$ cat src/rtl/irq_entry_pkg.sv
package irq_entry_pkg;

    localparam int NUM_SRC  = 3;
    localparam int MSR_W    = 32;
    localparam int CAUSE_W  = 2;
    localparam int EE_BIT   = 15;
    localparam int ILE_BIT  = 16;
    localparam int LE_BIT   = 0;

    localparam logic [MSR_W-1:0] SAVE_KEEP_MASK = 32'h87C0_FFFF;
    localparam logic [MSR_W-1:0] ENTRY_CLR_MASK = 32'h0004_EF36;

    typedef enum logic [CAUSE_W-1:0] {
        CAUSE_NONE = 2'd0,
        CAUSE_EXT  = 2'd1,
        CAUSE_PMON = 2'd2,
        CAUSE_DEC  = 2'd3
    } irq_cause_e;

    typedef struct packed {
        logic [MSR_W-1:0] saved;
        logic [MSR_W-1:0] next;
    } msr_pair_t;

    function automatic msr_pair_t entry_msr(input logic [MSR_W-1:0] cur);
        msr_pair_t r;
        logic [MSR_W-1:0] tmp;
        r.saved = cur & SAVE_KEEP_MASK;
        tmp = cur;
        tmp[LE_BIT] = cur[LE_BIT] | cur[ILE_BIT];
        r.next = tmp & ~ENTRY_CLR_MASK;
        return r;
    endfunction

endpackage

$ cat src/rtl/irq_pending_reg.sv
module irq_pending_reg #(
    parameter int N = 3
) (
    input  logic         clk,
    input  logic         rst,
    input  logic [N-1:0] raise,
    input  logic [N-1:0] clear,
    output logic [N-1:0] pend
);
    always_ff @(posedge clk) begin
        if (rst) pend <= '0;
        else     pend <= (pend & ~clear) | raise;
    end
endmodule

$ cat src/rtl/irq_prio_pick.sv
module irq_prio_pick #(
    parameter int N = 3
) (
    input  logic [N-1:0] req,
    input  logic         enable,
    output logic [N-1:0] grant
);
    logic [N-1:0] gated;
    assign gated = enable ? req : '0;

    for (genvar i = 0; i < N; i++) begin : g_pick
        if (i == 0) begin : g_top
            assign grant[i] = gated[i];
        end else begin : g_rest
            assign grant[i] = gated[i] & ~(|gated[i-1:0]);
        end
    end
endmodule

$ cat src/rtl/irq_entry_calc.sv
module irq_entry_calc
    import irq_entry_pkg::*;
#(
    parameter int                ADDR_W   = 32,
    parameter logic [ADDR_W-1:0] VEC_EXT  = 32'h8000_0500,
    parameter logic [ADDR_W-1:0] VEC_PMON = 32'h8000_0F00,
    parameter logic [ADDR_W-1:0] VEC_DEC  = 32'h8000_0900
) (
    input  logic [NUM_SRC-1:0] grant,
    input  logic [MSR_W-1:0]   msr,
    output irq_cause_e         cause,
    output logic [ADDR_W-1:0]  vector,
    output msr_pair_t          msr_out
);
    localparam logic [NUM_SRC-1:0][ADDR_W-1:0] VEC_TAB = {VEC_DEC, VEC_PMON, VEC_EXT};

    always_comb begin
        cause  = CAUSE_NONE;
        vector = '0;
        for (int i = 0; i < NUM_SRC; i++) begin
            if (grant[i]) begin
                cause  = irq_cause_e'(CAUSE_W'(i + 1));
                vector = vector | VEC_TAB[i];
            end
        end
    end

    assign msr_out = entry_msr(msr);
endmodule

$ cat src/rtl/irq_entry_seq.sv
module irq_entry_seq
    import irq_entry_pkg::*;
#(
    parameter int ADDR_W = 32
) (
    input  logic                 clk,
    input  logic                 rst,
    input  logic [NUM_SRC-1:0]   raise_i,
    input  logic [ADDR_W-1:0]    npc_i,
    input  logic [MSR_W-1:0]     msr_i,
    output logic [NUM_SRC-1:0]   pending_o,
    output logic                 taken_o,
    output logic [CAUSE_W-1:0]   cause_o,
    output logic [ADDR_W-1:0]    save_pc_o,
    output logic [MSR_W-1:0]     save_msr_o,
    output logic [MSR_W-1:0]     new_msr_o,
    output logic [ADDR_W-1:0]    vector_o
);
    typedef struct packed {
        irq_cause_e        cause;
        logic [ADDR_W-1:0] pc;
        msr_pair_t         msr;
        logic [ADDR_W-1:0] vec;
    } entry_t;

    logic [NUM_SRC-1:0] pend_q;
    logic [NUM_SRC-1:0] grant;
    irq_cause_e         cause_c;
    logic [ADDR_W-1:0]  vec_c;
    msr_pair_t          msr_c;
    entry_t             entry_q;
    logic               taken_q;

    irq_pending_reg #(.N(NUM_SRC)) u_pend (
        .clk   (clk),
        .rst   (rst),
        .raise (raise_i),
        .clear (grant),
        .pend  (pend_q)
    );

    irq_prio_pick #(.N(NUM_SRC)) u_pick (
        .req    (pend_q),
        .enable (msr_i[EE_BIT]),
        .grant  (grant)
    );

    irq_entry_calc #(
        .ADDR_W   (ADDR_W),
        .VEC_EXT  (ADDR_W'(32'h8000_0500)),
        .VEC_PMON (ADDR_W'(32'h8000_0F00)),
        .VEC_DEC  (ADDR_W'(32'h8000_0900))
    ) u_calc (
        .grant   (grant),
        .msr     (msr_i),
        .cause   (cause_c),
        .vector  (vec_c),
        .msr_out (msr_c)
    );

    always_ff @(posedge clk) begin
        if (rst) begin
            taken_q <= 1'b0;
            entry_q <= '0;
        end else begin
            taken_q <= |grant;
            if (|grant) begin
                entry_q.cause <= cause_c;
                entry_q.pc    <= npc_i;
                entry_q.msr   <= msr_c;
                entry_q.vec   <= vec_c;
            end
        end
    end

    assign pending_o  = pend_q;
    assign taken_o    = taken_q;
    assign cause_o    = entry_q.cause;
    assign save_pc_o  = entry_q.pc;
    assign save_msr_o = entry_q.msr.saved;
    assign new_msr_o  = entry_q.msr.next;
    assign vector_o   = entry_q.vec;
endmodule

$ cat config.mk
export PLATFORM = sky130hd
export DESIGN_NAME = irq_entry_seq
export DESIGN_NICKNAME = d
export VERILOG_FILES = /design/src/rtl/irq_entry_pkg.sv /design/src/rtl/irq_pending_reg.sv /design/src/rtl/irq_prio_pick.sv /design/src/rtl/irq_entry_calc.sv /design/src/rtl/irq_entry_seq.sv
export SDC_FILE = /design/constraint.sdc
export NUM_CORES = 1
export LEC_CHECK = 0
export ABC_AREA = 1
export BUFFER_PORTS_ARGS = -buffer_cell sky130_fd_sc_hd__buf_4
export CORE_ASPECT_RATIO = 1.75
export CORE_UTILIZATION = 42
export CTS_CLUSTER_SIZE = 28
export DETAILED_ROUTE_END_ITERATION = 6
export PLACE_DENSITY = 0.77
export SYNTH_ARGS = -nofsm -noshare
export SYNTH_HDL_FRONTEND = slang
export SYNTH_SLANG_ARGS = --single-unit
$ cat constraint.sdc
create_clock -name clk -period 1.3 [get_ports clk]
set_input_delay 0.065 -clock clk [delete_from_list [all_inputs] [get_ports clk]]
set_output_delay 0.065 -clock clk [all_outputs]
set_load 0.01 [all_outputs]
==> summary.md <==
| Metric | Value |
|---|---|
| Status | finished clean |
| Final instance area | 0.00495 sq mm |
| Vias in the first global route | 2,993 |
| Worst reg2reg setup slack | roughly 0.083 ns |
| CTS Buf Count | 9 |
| Full die area | 0.00768 sq mm |
| Seq/Total Area, Yosys | 0.475 |
| Post-DP HPWL | ~5.5 mm |
| Setup Skew | 0.00561 ns |
| Final Hold Vio Count | 0 |
| Final core occ | 0.711 |
| Routed wire length | 9.29 mm |
| Yosys top cell area share | 0.475 |
| CP Max Fanout | 23 |
| Power Density | 1220 mW/mm^2 |
| Die Span Y | 115 um |
| Worst hold path depth | 3 |
| Nets | 645 |
| Core ar. | 0.00696 sq mm |
| RR Endpoint | save_msr_o[8]$_SDFFE_PP0P_ |
| Initial antenna violation count | 0 |
| Crit. End Element | flop |
| Crit path DAT | 1.47 ns |
| Setup CP Type | flop to flop |
| TritonCTS clock tree | yes |
| R2r worst-path depth | 5 |
| Setup TNS | 0 ns |
| First-pass GRT wire length | 13.4 mm |
| Leakage | 0.00234 uW |
| Reg2reg start | u_pend.pend[0]$_SDFF_PP0_ |
| FF+latch count, synth | 73 |
| Rows | 40 |
| GRT Util Overall | 0.234 |
| DP Area | approximately 0.0041 sq mm |
| WP data required | 1.55 ns |
| Via count | 3,233 |
| Warnings, synthesis | 0 |
| ANT cells | 0 |
| Die Wd | between 60 and 70 um |
| Max Freq | slightly above 0.8 GHz |
| Largest area contributor in the netlist | dfxtp_1 |
| H-tree levels | 3 |
| Syn Inst Count | between 300 and 400 |
| Hold WS | 0.00303 ns |
| Residual DRC | 0 |
| Root Buffer | clkbuf_16 |
| Initial core utilization | 0.442 |
| Ranking of synthesized cells by area | dfxtp_1, buf_4, a21oi_1 |
| Layout cells sized above 1 | 0.313 |
| Max Cap Violations | 0 |
| Worst-skew pair later-pin latency | 0.33 ns |
| Syn avg cell area | approximately 8 sq um |
| GPL Wtd Cong | 0.725 |
| Port Buf Inserts | 152 |
| Total congestion overflow | 0 |
| DRT Pass-1 Iters | 4 |
| 1st-iter DRT viols | 162 |
| Ratio of final minimum period to clock period | 0.937 |
| CTS Sinks | 73 |
| # setup viols final | 0 |
| Largest net degree at the start of global routing | 72 |
| Vias per inst | a little under 5 |
| CTS clk-pin slew, worst paths | ~0.05 ns |
| HP Class | input pin to flop |
| Syn Std Cell Area | slightly above 0.003 sq mm |
| Total power | just over 6000 uW |
| RSZ-0062 raised after global routing | false |
| Maximum VDD drop | 0.00124 V |
| Area growth, synth to finish | 60.9% |
| Worst hold endpoint | new_msr_o[26]$_SDFFE_PP0P_ |
| I/O pins | 203 |
| Tmin final | about 1.2 ns |
| Worst setup SP type | flop |
| Longest Clk Path Bufs | 2 |
| WL/cell | 14.0 um |
| Hold path start | msr_i[26] |
| Final ANT Viol Nets | 0 |
| FILL cells | 540 |
| Final slew viol count | 0 |
| Library cells used by synthesis | 15 |
-- worst max-delay path, stage by stage, from the launching register on --
cell	delay (ns)
dfxtp_1	0.43
nand2_1	0.14
nand3_4	0.13
buf_12	0.19
nand2_1	0.09
a21oi_1	0.17
-- registers in the layout (all words and copies together), names as in the netlist --
name / cells
new_msr_o: 20
u_pend.pend: 3
taken_o: 1
vector_o: 4
save_pc_o: 32
cause_o: 1
save_msr_o: 12
-- power breakdown --
part / total (uW) / internal (uW) / switching, uW
combinational: 1290 / 666 / 629
sequential: 2520 / 2410 / 105
clock: 2240 / 1380 / 860
total: 6050 / 4460 / 1590
-- layout make-up --
cell class	instances	area (sq um)	share of cell area
clock inverter	3	15.0	0.00303
clock buffer	13	260	0.0526
tap	84	105	0.0212
timing repair buffer	220	1880	0.380
multi-input combinational	266	1200	0.243
sequential	73	1460	0.296
inverter	6	22.5	0.00455
-- through the flow --
stage	setup slack, ns	instances
floorplan	0.112	435
global route	0.00524	665
finish	0.0825	665
CTS	0.0150	664
detailed placement	0.0590	590
global placement	0.139	590
-- worst max path at each step --
stage	from	end	slack (ns)	depth (start not counted)
after floorplan	u_pend.pend[2]$_SDFF_PP0_	new_msr_o[0]$_SDFFE_PP0P_	0.11	5
after global placement	u_pend.pend[1]$_SDFF_PP0_	save_msr_o[13]$_SDFFE_PP0P_	0.14	5
after detailed placement	u_pend.pend[0]$_SDFF_PP0_	new_msr_o[24]$_SDFFE_PP0P_	0.06	5
after CTS	u_pend.pend[0]$_SDFF_PP0_	save_msr_o[8]$_SDFFE_PP0P_	0.01	5
after global routing	u_pend.pend[0]$_SDFF_PP0_	save_pc_o[13]$_SDFFE_PP0P_	0.005	5
final	u_pend.pend[0]$_SDFF_PP0_	save_msr_o[8]$_SDFFE_PP0P_	0.08	5
-- cell families after synthesis --
family | after synthesis | synth area share
AOI/OAI and AO/OA | 72 | 0.117
and+or+nand+nor | 145 | 0.205
DFF | 73 | 0.475
other | 1 | 0.00122
buffers and inverters | 96 | 0.201
-- cell usage after synthesis --
library cell	n
dfxtp_1	73
nand2_1	73
a21oi_1	70
nand3_1	67
buf_4	66
clkbuf_1	13
buf_2	8
inv_1	5
nor2_1	4
buf_1	3
conb_1	1
inv_2	1
o21ai_0	1
o21ai_1	1
or2_2	1
-- cells in the final DEF (no fill, tap or decap), drive strengths merged --
| cell | netlist | final |
|---|---|---|
| nand2 | 73 | 73 |
| inv | 6 | 6 |
| o21ai | 2 | 2 |
| nand3 | 67 | 67 |
| buf | 77 | 161 |
| clkbuf | 13 | 14 |
| dlygate4sd3 | 0 | 58 |
| dfxtp | 73 | 73 |
| a21oi | 70 | 70 |
| or2 | 1 | 1 |
| conb | 1 | 49 |
| nor2 | 4 | 4 |
| clkinv | 0 | 3 |
-- routing by layer --
layer,GRT usage,vias up,part of all wire
li1,-,1552,-
met2,0.426,158,0.54
met3,0.0704,28,0.065
met5,0,-,0
met4,0.132,0,0.035
met1,0.224,1495,0.36
-- repair_timing --
item | 4_1_cts | 5_1_grt
setup endpoints to repair | 0 | 24
hold buffers | 58 | 0
gates resized for setup | 0 | 3
setup buffers | 0 | 0
endpoints found under the hold margin | 58 | 0
No activity file was read; power rests on OpenSTA's default activity.
